**src/rtl/tlbinv_pkg.sv**
```systemverilog
package tlbinv_pkg;

   typedef enum logic [2:0] {
      KIND_ALL   = 3'd0,
      KIND_VA    = 3'd1,
      KIND_ID    = 3'd2,
      KIND_VA_ID = 3'd3,
      KIND_LOCAL = 3'd4
   } inv_kind_e;

   localparam logic [5:0] MAJOR_OP  = 6'h1F;
   localparam logic [5:0] FUNC_INV  = 6'h3D;
   localparam logic [1:0] SEL_CACHE = 2'd0;
   localparam logic [1:0] SEL_TLB   = 2'd2;

   function automatic logic cap_allows(input logic [1:0] cap);
      return cap >= 2'd2;
   endfunction

endpackage

```
**src/rtl/tlbinv_decode.sv**
```systemverilog
module tlbinv_decode
   import tlbinv_pkg::*;
(
   input  logic        valid,
   input  logic        idle,
   input  logic [31:0] word,
   input  logic [1:0]  cap,
   output logic        claim,
   output logic        start_tlb,
   output inv_kind_e   kind,
   output logic        raise_ri
);

   logic unused_bits;
   assign unused_bits = ^word[25:10];

   always_comb begin
      claim     = valid && idle && (word[31:26] == MAJOR_OP) && (word[5:0] == FUNC_INV);
      start_tlb = 1'b0;
      raise_ri  = 1'b0;
      kind      = inv_kind_e'({1'b0, word[9:8]});
      if (claim) begin
         if (!cap_allows(cap)) begin
            raise_ri = 1'b1;
         end else if (word[7:6] == SEL_TLB) begin
            start_tlb = 1'b1;
         end else if (word[7:6] != SEL_CACHE) begin
            raise_ri = 1'b1;
         end
      end
   end

endmodule

```
**src/rtl/tlbinv_match.sv**
```systemverilog
module tlbinv_match
   import tlbinv_pkg::*;
#(
   parameter int VPN_W        = 49,
   parameter int ID_W         = 16,
   parameter int IDX_W        = 4,
   parameter int REGION_CHECK = 1
) (
   input  inv_kind_e          kind,
   input  logic [IDX_W-1:0]   idx,
   input  logic [IDX_W-1:0]   wired,
   input  logic [VPN_W-1:0]   e_vpn,
   input  logic [VPN_W-1:0]   e_mask,
   input  logic [1:0]         e_region,
   input  logic [ID_W-1:0]    e_mmid,
   input  logic [ID_W-1:0]    e_asid,
   input  logic               e_glob,
   input  logic [VPN_W-1:0]   r_vpn,
   input  logic [1:0]         r_region,
   input  logic [ID_W-1:0]    r_mmid,
   input  logic [ID_W-1:0]    r_ident,
   input  logic               r_mode,
   output logic               hit
);

   logic region_eq;
   logic va_hit;
   logic mmid_eq;
   logic local_hit;

   if (REGION_CHECK != 0) begin : g_region
      assign region_eq = (e_region == r_region);
   end else begin : g_no_region
      logic unused_region;
      assign unused_region = ^{e_region, r_region};
      assign region_eq = 1'b1;
   end

   assign va_hit    = (((e_vpn ^ r_vpn) & ~e_mask) == '0) && region_eq;
   assign mmid_eq   = (e_mmid == r_mmid);
   assign local_hit = !e_glob && ((r_mode ? e_mmid : e_asid) == r_ident);

   always_comb begin
      unique case (kind)
         KIND_ALL:   hit = (idx > wired);
         KIND_VA:    hit = va_hit;
         KIND_ID:    hit = mmid_eq && !e_glob;
         KIND_VA_ID: hit = va_hit && (e_glob || mmid_eq);
         KIND_LOCAL: hit = local_hit;
         default:    hit = 1'b0;
      endcase
   end

endmodule

```
**src/rtl/tlbinv_store.sv**
```systemverilog
module tlbinv_store #(
   parameter int N      = 16,
   parameter int IDX_W  = 4,
   parameter int VPN_W  = 49,
   parameter int MMID_W = 16,
   parameter int ASID_W = 8
) (
   input  logic               clk,
   input  logic               rst_n,
   input  logic               fill_en,
   input  logic [IDX_W-1:0]   fill_idx,
   input  logic [VPN_W-1:0]   fill_vpn,
   input  logic [VPN_W-1:0]   fill_mask,
   input  logic [1:0]         fill_region,
   input  logic [MMID_W-1:0]  fill_mmid,
   input  logic [ASID_W-1:0]  fill_asid,
   input  logic               fill_glob,
   input  logic               kill_en,
   input  logic [IDX_W-1:0]   kill_idx,
   input  logic [IDX_W-1:0]   rd_idx,
   output logic [VPN_W-1:0]   rd_vpn,
   output logic [VPN_W-1:0]   rd_mask,
   output logic [1:0]         rd_region,
   output logic [MMID_W-1:0]  rd_mmid,
   output logic [ASID_W-1:0]  rd_asid,
   output logic               rd_glob,
   input  logic [IDX_W-1:0]   probe_idx,
   output logic               probe_inv
);

   logic [VPN_W-1:0]  vpn_q    [N];
   logic [VPN_W-1:0]  mask_q   [N];
   logic [1:0]        region_q [N];
   logic [MMID_W-1:0] mmid_q   [N];
   logic [ASID_W-1:0] asid_q   [N];
   logic              glob_q   [N];
   logic              inv_q    [N];

   for (genvar i = 0; i < N; i++) begin : g_entry
      logic wr_here;
      logic kill_here;
      assign wr_here   = fill_en && (fill_idx == IDX_W'(i));
      assign kill_here = kill_en && (kill_idx == IDX_W'(i));

      always_ff @(posedge clk) begin
         if (!rst_n) begin
            vpn_q[i]    <= '0;
            mask_q[i]   <= '0;
            region_q[i] <= '0;
            mmid_q[i]   <= '0;
            asid_q[i]   <= '0;
            glob_q[i]   <= 1'b0;
            inv_q[i]    <= 1'b1;
         end else if (wr_here) begin
            vpn_q[i]    <= fill_vpn;
            mask_q[i]   <= fill_mask;
            region_q[i] <= fill_region;
            mmid_q[i]   <= fill_mmid;
            asid_q[i]   <= fill_asid;
            glob_q[i]   <= fill_glob;
            inv_q[i]    <= 1'b0;
         end else if (kill_here) begin
            inv_q[i]    <= 1'b1;
         end
      end
   end

   assign rd_vpn    = vpn_q[rd_idx];
   assign rd_mask   = mask_q[rd_idx];
   assign rd_region = region_q[rd_idx];
   assign rd_mmid   = mmid_q[rd_idx];
   assign rd_asid   = asid_q[rd_idx];
   assign rd_glob   = glob_q[rd_idx];
   assign probe_inv = inv_q[probe_idx];

endmodule

```
**src/rtl/tlbinv_walk.sv**
```systemverilog
module tlbinv_walk
   import tlbinv_pkg::*;
#(
   parameter int N     = 16,
   parameter int IDX_W = 4,
   parameter int VPN_W = 49,
   parameter int ID_W  = 16
) (
   input  logic               clk,
   input  logic               rst_n,
   input  logic               start,
   input  inv_kind_e          s_kind,
   input  logic [VPN_W-1:0]   s_vpn,
   input  logic [1:0]         s_region,
   input  logic [ID_W-1:0]    s_mmid,
   input  logic [ID_W-1:0]    s_ident,
   input  logic               s_mode,
   input  logic [IDX_W-1:0]   s_wired,
   output logic               busy,
   output logic               done,
   output logic [IDX_W-1:0]   idx,
   output inv_kind_e          q_kind,
   output logic [VPN_W-1:0]   q_vpn,
   output logic [1:0]         q_region,
   output logic [ID_W-1:0]    q_mmid,
   output logic [ID_W-1:0]    q_ident,
   output logic               q_mode,
   output logic [IDX_W-1:0]   q_wired
);

   localparam logic [IDX_W-1:0] LAST = IDX_W'(N - 1);

   typedef enum logic {ST_IDLE, ST_WALK} walk_state_e;
   walk_state_e state;

   always_ff @(posedge clk) begin
      if (!rst_n) begin
         state    <= ST_IDLE;
         done     <= 1'b0;
         idx      <= '0;
         q_kind   <= KIND_ALL;
         q_vpn    <= '0;
         q_region <= '0;
         q_mmid   <= '0;
         q_ident  <= '0;
         q_mode   <= 1'b0;
         q_wired  <= '0;
      end else begin
         done <= 1'b0;
         unique case (state)
            ST_IDLE: begin
               if (start) begin
                  state    <= ST_WALK;
                  idx      <= '0;
                  q_kind   <= s_kind;
                  q_vpn    <= s_vpn;
                  q_region <= s_region;
                  q_mmid   <= s_mmid;
                  q_ident  <= s_ident;
                  q_mode   <= s_mode;
                  q_wired  <= s_wired;
               end
            end
            ST_WALK: begin
               if (idx == LAST) begin
                  state <= ST_IDLE;
                  done  <= 1'b1;
               end else begin
                  idx <= idx + 1'b1;
               end
            end
            default: state <= ST_IDLE;
         endcase
      end
   end

   assign busy = (state == ST_WALK);

endmodule

```
**src/rtl/tlbinv_engine.sv**
```systemverilog
module tlbinv_engine
   import tlbinv_pkg::*;
#(
   parameter int ENTRIES    = 16,
   parameter int VA_W       = 64,
   parameter int PAGE_SHIFT = 12,
   parameter int IS64       = 1,
   parameter int MMID_W     = 16,
   parameter int ASID_W     = 8,
   localparam int IDX_W     = (ENTRIES > 1) ? $clog2(ENTRIES) : 1,
   localparam int VPN_LO    = PAGE_SHIFT + 1,
   localparam int VPN_HI    = (IS64 != 0) ? VA_W - 3 : VA_W - 1,
   localparam int VPN_W     = VPN_HI - VPN_LO + 1
) (
   input  logic               clk,
   input  logic               rst_n,
   input  logic               instr_valid,
   input  logic [31:0]        instr_word,
   input  logic [1:0]         cap_field,
   input  logic [VA_W-1:0]    req_va,
   input  logic [MMID_W-1:0]  cur_mmid,
   input  logic [ASID_W-1:0]  cur_asid,
   input  logic               mmid_mode,
   input  logic [IDX_W-1:0]   wired_idx,
   input  logic               local_inv,
   input  logic               fill_en,
   input  logic [IDX_W-1:0]   fill_idx,
   input  logic [VPN_W-1:0]   fill_vpn2,
   input  logic [VPN_W-1:0]   fill_mask,
   input  logic [1:0]         fill_region,
   input  logic [MMID_W-1:0]  fill_mmid,
   input  logic [ASID_W-1:0]  fill_asid,
   input  logic               fill_global,
   input  logic [IDX_W-1:0]   probe_idx,
   output logic               probe_inv,
   output logic               busy,
   output logic               done,
   output logic               ri_exc
);

   localparam int ID_W = MMID_W;

   if (ENTRIES < 2) begin : g_bad_entries
      $error("tlbinv_engine: ENTRIES must be at least 2");
   end
   if (MMID_W < ASID_W) begin : g_bad_id
      $error("tlbinv_engine: MMID_W must be at least ASID_W");
   end
   if (VPN_W < 1 || PAGE_SHIFT < 1) begin : g_bad_va
      $error("tlbinv_engine: address geometry leaves no page number");
   end

   logic [VPN_W-1:0] req_vpn;
   logic [1:0]       req_region;
   assign req_vpn = req_va[VPN_HI:VPN_LO];

   if (IS64 != 0) begin : g_wide
      assign req_region = req_va[VA_W-1:VA_W-2];
   end else begin : g_narrow
      assign req_region = 2'b00;
   end

   logic unused_va;
   assign unused_va = ^req_va[VPN_LO-1:0];

   logic      dec_claim;
   logic      dec_start;
   inv_kind_e dec_kind;
   logic      dec_ri;
   logic      walk_busy;

   tlbinv_decode u_decode (
      .valid     (instr_valid),
      .idle      (!walk_busy),
      .word      (instr_word),
      .cap       (cap_field),
      .claim     (dec_claim),
      .start_tlb (dec_start),
      .kind      (dec_kind),
      .raise_ri  (dec_ri)
   );

   logic      local_start;
   logic      start_any;
   inv_kind_e start_kind;
   logic [ID_W-1:0] start_ident;

   assign local_start = local_inv && !walk_busy && !dec_claim;
   assign start_any   = dec_start || local_start;
   assign start_kind  = dec_start ? dec_kind : KIND_LOCAL;
   assign start_ident = mmid_mode ? cur_mmid : ID_W'(cur_asid);

   logic [IDX_W-1:0] w_idx;
   inv_kind_e        q_kind;
   logic [VPN_W-1:0] q_vpn;
   logic [1:0]       q_region;
   logic [ID_W-1:0]  q_mmid;
   logic [ID_W-1:0]  q_ident;
   logic             q_mode;
   logic [IDX_W-1:0] q_wired;

   tlbinv_walk #(
      .N     (ENTRIES),
      .IDX_W (IDX_W),
      .VPN_W (VPN_W),
      .ID_W  (ID_W)
   ) u_walk (
      .clk      (clk),
      .rst_n    (rst_n),
      .start    (start_any),
      .s_kind   (start_kind),
      .s_vpn    (req_vpn),
      .s_region (req_region),
      .s_mmid   (cur_mmid),
      .s_ident  (start_ident),
      .s_mode   (mmid_mode),
      .s_wired  (wired_idx),
      .busy     (walk_busy),
      .done     (done),
      .idx      (w_idx),
      .q_kind   (q_kind),
      .q_vpn    (q_vpn),
      .q_region (q_region),
      .q_mmid   (q_mmid),
      .q_ident  (q_ident),
      .q_mode   (q_mode),
      .q_wired  (q_wired)
   );

   logic [VPN_W-1:0]  e_vpn;
   logic [VPN_W-1:0]  e_mask;
   logic [1:0]        e_region;
   logic [MMID_W-1:0] e_mmid;
   logic [ASID_W-1:0] e_asid;
   logic              e_glob;
   logic              sel_hit;

   tlbinv_store #(
      .N      (ENTRIES),
      .IDX_W  (IDX_W),
      .VPN_W  (VPN_W),
      .MMID_W (MMID_W),
      .ASID_W (ASID_W)
   ) u_store (
      .clk         (clk),
      .rst_n       (rst_n),
      .fill_en     (fill_en),
      .fill_idx    (fill_idx),
      .fill_vpn    (fill_vpn2),
      .fill_mask   (fill_mask),
      .fill_region (fill_region),
      .fill_mmid   (fill_mmid),
      .fill_asid   (fill_asid),
      .fill_glob   (fill_global),
      .kill_en     (walk_busy && sel_hit),
      .kill_idx    (w_idx),
      .rd_idx      (w_idx),
      .rd_vpn      (e_vpn),
      .rd_mask     (e_mask),
      .rd_region   (e_region),
      .rd_mmid     (e_mmid),
      .rd_asid     (e_asid),
      .rd_glob     (e_glob),
      .probe_idx   (probe_idx),
      .probe_inv   (probe_inv)
   );

   tlbinv_match #(
      .VPN_W        (VPN_W),
      .ID_W         (ID_W),
      .IDX_W        (IDX_W),
      .REGION_CHECK (IS64)
   ) u_match (
      .kind     (q_kind),
      .idx      (w_idx),
      .wired    (q_wired),
      .e_vpn    (e_vpn),
      .e_mask   (e_mask),
      .e_region (e_region),
      .e_mmid   (e_mmid),
      .e_asid   (ID_W'(e_asid)),
      .e_glob   (e_glob),
      .r_vpn    (q_vpn),
      .r_region (q_region),
      .r_mmid   (q_mmid),
      .r_ident  (q_ident),
      .r_mode   (q_mode),
      .hit      (sel_hit)
   );

   always_ff @(posedge clk) begin
      if (!rst_n) ri_exc <= 1'b0;
      else        ri_exc <= dec_ri;
   end

   assign busy = walk_busy;

endmodule

```
**config.mk**
```make
export PLATFORM = sky130hd
export DESIGN_NAME = tlbinv_engine
export DESIGN_NICKNAME = d
export VERILOG_FILES = /design/src/rtl/tlbinv_pkg.sv /design/src/rtl/tlbinv_decode.sv /design/src/rtl/tlbinv_match.sv /design/src/rtl/tlbinv_store.sv /design/src/rtl/tlbinv_walk.sv /design/src/rtl/tlbinv_engine.sv
export SDC_FILE = /design/constraint.sdc
export NUM_CORES = 2
export LEC_CHECK = 0
export BUFFER_PORTS_ARGS = -buffer_cell sky130_fd_sc_hd__buf_2
export CELL_PAD_IN_SITES_DETAIL_PLACEMENT = 1
export CELL_PAD_IN_SITES_GLOBAL_PLACEMENT = 1
export CORE_ASPECT_RATIO = 1.75
export CORE_MARGIN = 4
export CORE_UTILIZATION = 55
export CTS_BUF_LIST = sky130_fd_sc_hd__clkbuf_4 sky130_fd_sc_hd__clkbuf_8 sky130_fd_sc_hd__clkbuf_16
export DETAILED_ROUTE_END_ITERATION = 12
export PLACE_DENSITY_LB_ADDON = 0.25
export SYNTH_ARGS = -nofsm -noshare
export SYNTH_HDL_FRONTEND = slang
export SYNTH_SLANG_ARGS = --single-unit
```
**constraint.sdc**
```tcl
create_clock -name clk -period 27.2 [get_ports clk]
set_input_delay 2.72 -clock clk [delete_from_list [all_inputs] [get_ports clk]]
set_output_delay 2.72 -clock clk [all_outputs]
set_load 0.01 [all_outputs]
```
==> metrics.txt <==
worst slew pin tran=1560 ps; maximum operating frequency=0.114 GHz; Std-Cell Rows=205; H-tree depth=4; Post-Synth XOR/XNOR Area=1.17%; Buffers & Inverters on Critical Path=4; final hold violations=0; Worst R2R Setup Slack=18,410 ps; cts hold-fix bufs=0; main combinational cell family by area after synthesis=simple AND/OR/NAND/NOR gates; VDD IR max=0.0501 mV; unrepaired setup endpoints after global routing=false; # setup viols final=0; Logic pwr share=10.0%; number of synthesized flops with an enable pin=2,015; required time worst endpoint=27,700 ps; Synth Area per Inst=14.0 um2; Die Width=328 um; CP Class=reg2reg; Hold WC Path Type=reg2reg; Area Growth Syn to Fin=8.89%; Power Dens Cells=69.3 mW/mm2; setup_tns=0 ps; CTS tree=yes; CTS buffer count=200; worst hold endpoint=u_walk.q_wired[2]; initial antenna violation count=74; fraction of registers with async set/reset=0%; post-DR vias/cell=7.03; Yosys reg bits=2,118; routed len/inst=37.8 um; chip height=569 um; Cell Chain, Critical Path=buf_4 > buf_4 > buf_4 > buf_4 > and2_2 > a22o_1 > a221oi_1 > xnor2_1 > o221ai_1 > a2111oi_0 > a32oi_1 > nor4_2 > a221oi_4 > o311ai_1; clock skew=44.1 ps; first-pass GRT wire length=504,000 um; Detail Route Antenna Nets=0; Lkg Pwr=42.4 nW; I/O pins=269; CTS root buf=clkbuf_16; vias in the first global route=69,200; vias after detailed routing=66,400; postcts setup bufs=0; startpoint types=flip-flop; largest net degree at the start of global routing=276; compound-cell area share of the yosys netlist=3.43%; number of buffers added on ports=238; Mapped Area=0.0988 mm2; total power=7.45 mW; internal power=5.59 mW; Critical-path top delay cell=and2_2; Hold Startpoint=u_walk.q_wired[2]; Seq/Total Area, Yosys=63.3%; Tcrit/Tclk final=32.3%; Relative slew margins=-4.10%; Post-Synth Adder-Cell Area=0.101%; violated checks=max-slew violations; Clock power frac=38.5%; clock buffer depth=4; multiplexer share of the synthesized area=11.8%; Final Slew Violations=42; Clock transition at path regs=60 ps; worst hold margin=456 ps; Sw Share=24.9%; yosys warns=0; R2R depth=14; Initial DRC Count=8,897; die area=0.187 mm2; post-synthesis simple-gate area fraction=16.3%; Psw=1.85 mW; syn nets=7,309; post-cts repair resize count=0; CP Data Arrival Time=9300 ps; gpl congestion=0.880; layout cell share with drive strength beyond 1=17.2%; Crit. End Element=flip-flop; final WL=357,000 um; # nets final=7,066; detailed placer's ending HPWL=208,000 um; Slowest Stage Delay on Critical Path=930 ps; Post-Syn Instances=7,036; RR Endpoint=u_store.inv_q[13]; Pre-antenna DRT Iters=6; crit-path leading delay family=buffers and inverters; Worst-Skew Late Latency=860 ps; crit-path most repeated cell=buf_4; Max Fanout on Critical Path=58; DRC viols=0; total gr overflow=0; min Tclk post-route=8790 ps; hold path cells=2; synth unique cells=92; starting density of the core=55.3%; max cap viols=0; prevailing post-synth register cell=edfxtp_1; Flop pwr share=51.6%; Core Region=0.179 mm2; status=complete, but fails checks; CTS Sinks=2,118; gr usage total=37.7%
[layout make-up]
type | instances | area (um2)
clock inverters | 100 | 921
well taps | 2380 | 2980
multi-input cells | 4062 | 32700
repair buffers | 375 | 2390
flip-flops and latches | 2118 | 62600
fillers | 16700 | 71000
clock buffers | 264 | 5610
diodes | 102 | 255
inverters | 36 | 148
[cells by family (layout without fill, tap and decap cells)]
family,after synthesis,after routing
xor gates and xnor gates,132,132
AOI/OAI and AO/OA,488,488
other,0,102
and+or+nand+nor,2742,2742
DFF,2118,2118
adders and majority gates,8,8
buffers and inverters,856,775
muxes,692,692
[worst max path at each step]
stage          cells past startpoint                 to  slack [ps]   startpoint
2_1_floorplan                      3   u_store.inv_q[0]       13730  fill_idx[1]
3_3_place_gp                      14   u_store.inv_q[8]       18800    flip-flop
3_5_place_dp                      14  u_store.inv_q[13]       18690    flip-flop
4_1_cts                           14  u_store.inv_q[13]       18660    flip-flop
5_1_grt                           14  u_store.inv_q[13]       18330    flip-flop
6_report                          14  u_store.inv_q[13]       18410    flip-flop
[placed cells by master (no fill, tap or decap), types with 48 or more instances in the layout]
master	instances
edfxtp_1	2015
and3_1	2007
mux4_2	362
nand2_1	288
mux2i_1	265
buf_2	238
clkbuf_16	202
a21oi_1	137
buf_4	123
diode_2	102
nor2_1	99
dfxtp_1	99
xnor2_1	98
nor3_1	87
mux2_2	58
nand3_1	50
clkbuf_4	48
[flip-flops by register name, summed over array words and instances, names as in the netlist, 2 cells and up, named ones only]
| register | count |
|---|---|
| u_store.region_q | 32 |
| u_walk.q_region | 2 |
| u_walk.q_kind | 3 |
| u_walk.q_vpn | 49 |
| u_store.mmid_q | 256 |
| u_store.inv_q | 16 |
| u_store.vpn_q | 784 |
| u_store.asid_q | 128 |
| u_walk.q_wired | 4 |
| u_store.glob_q | 16 |
| u_walk.idx | 4 |
| u_store.mask_q | 784 |
| u_walk.q_mmid | 16 |
| u_walk.q_ident | 16 |
[Yosys cell counts, types with 22 or more instances]
cell type	count	area share, %
a21oi_1	137	0.69
buf_1	23	0.087
xnor2_1	98	0.87
nor2b_1	28	0.18
buf_6	27	0.31
clkbuf_1	634	2.4
a31oi_1	24	0.15
nor3_1	88	0.45
mux4_2	362	8.3
a22oi_1	39	0.30
buf_2	76	0.39
a211oi_1	27	0.21
nand3_1	50	0.25
buf_4	53	0.40
nand2b_1	24	0.15
inv_1	34	0.13
mux2i_1	266	2.7
nand2_1	292	1.1
edfxtp_1	2015	61
dfxtp_1	103	2.1
o22ai_1	35	0.22
nor4b_1	25	0.22
o21ai_0	54	0.27
and3_1	2009	13
xor2_1	34	0.30
nor2_1	103	0.39
nor3b_1	22	0.17
mux2_2	58	0.66
[metrics by stage]
stage	instance area (um2)	worst slack, ps	cells	utilization, %
2_1_floorplan	98800	13730	7036	-
3_3_place_gp	101000	18800	8971	56.4
3_5_place_dp	101000	18690	8971	56.4
4_1_cts	107000	18660	9335	60.1
5_1_grt	108000	18330	9422	60.2
6_report	108000	18410	9437	60.2
[power groups by stage]
stage,Clock [mW],Sequential (mW),Combinational [mW]
global placement,0,3.88,0.708
finish,2.86,3.84,0.742
CTS,2.87,3.84,0.731
detailed placement,0,3.91,0.725
global route,3.01,3.85,0.762
floorplan,0,3.90,0.425
[worst min-delay path: stages (launching register included)]
cell	delay, ps
dfxtp_1	310
nand2_1	50
a21oi_1	50
[layer usage]
layer,vias to the layer above,global-route usage [%],part of all wire (%)
met1,34300,43.4,33
met4,18,32.4,10
met3,1072,5.68,8.3
li1,26800,-,-
met2,4144,61.7,49
met5,-,0,0.029
Power figures use the tool's default switching activity.
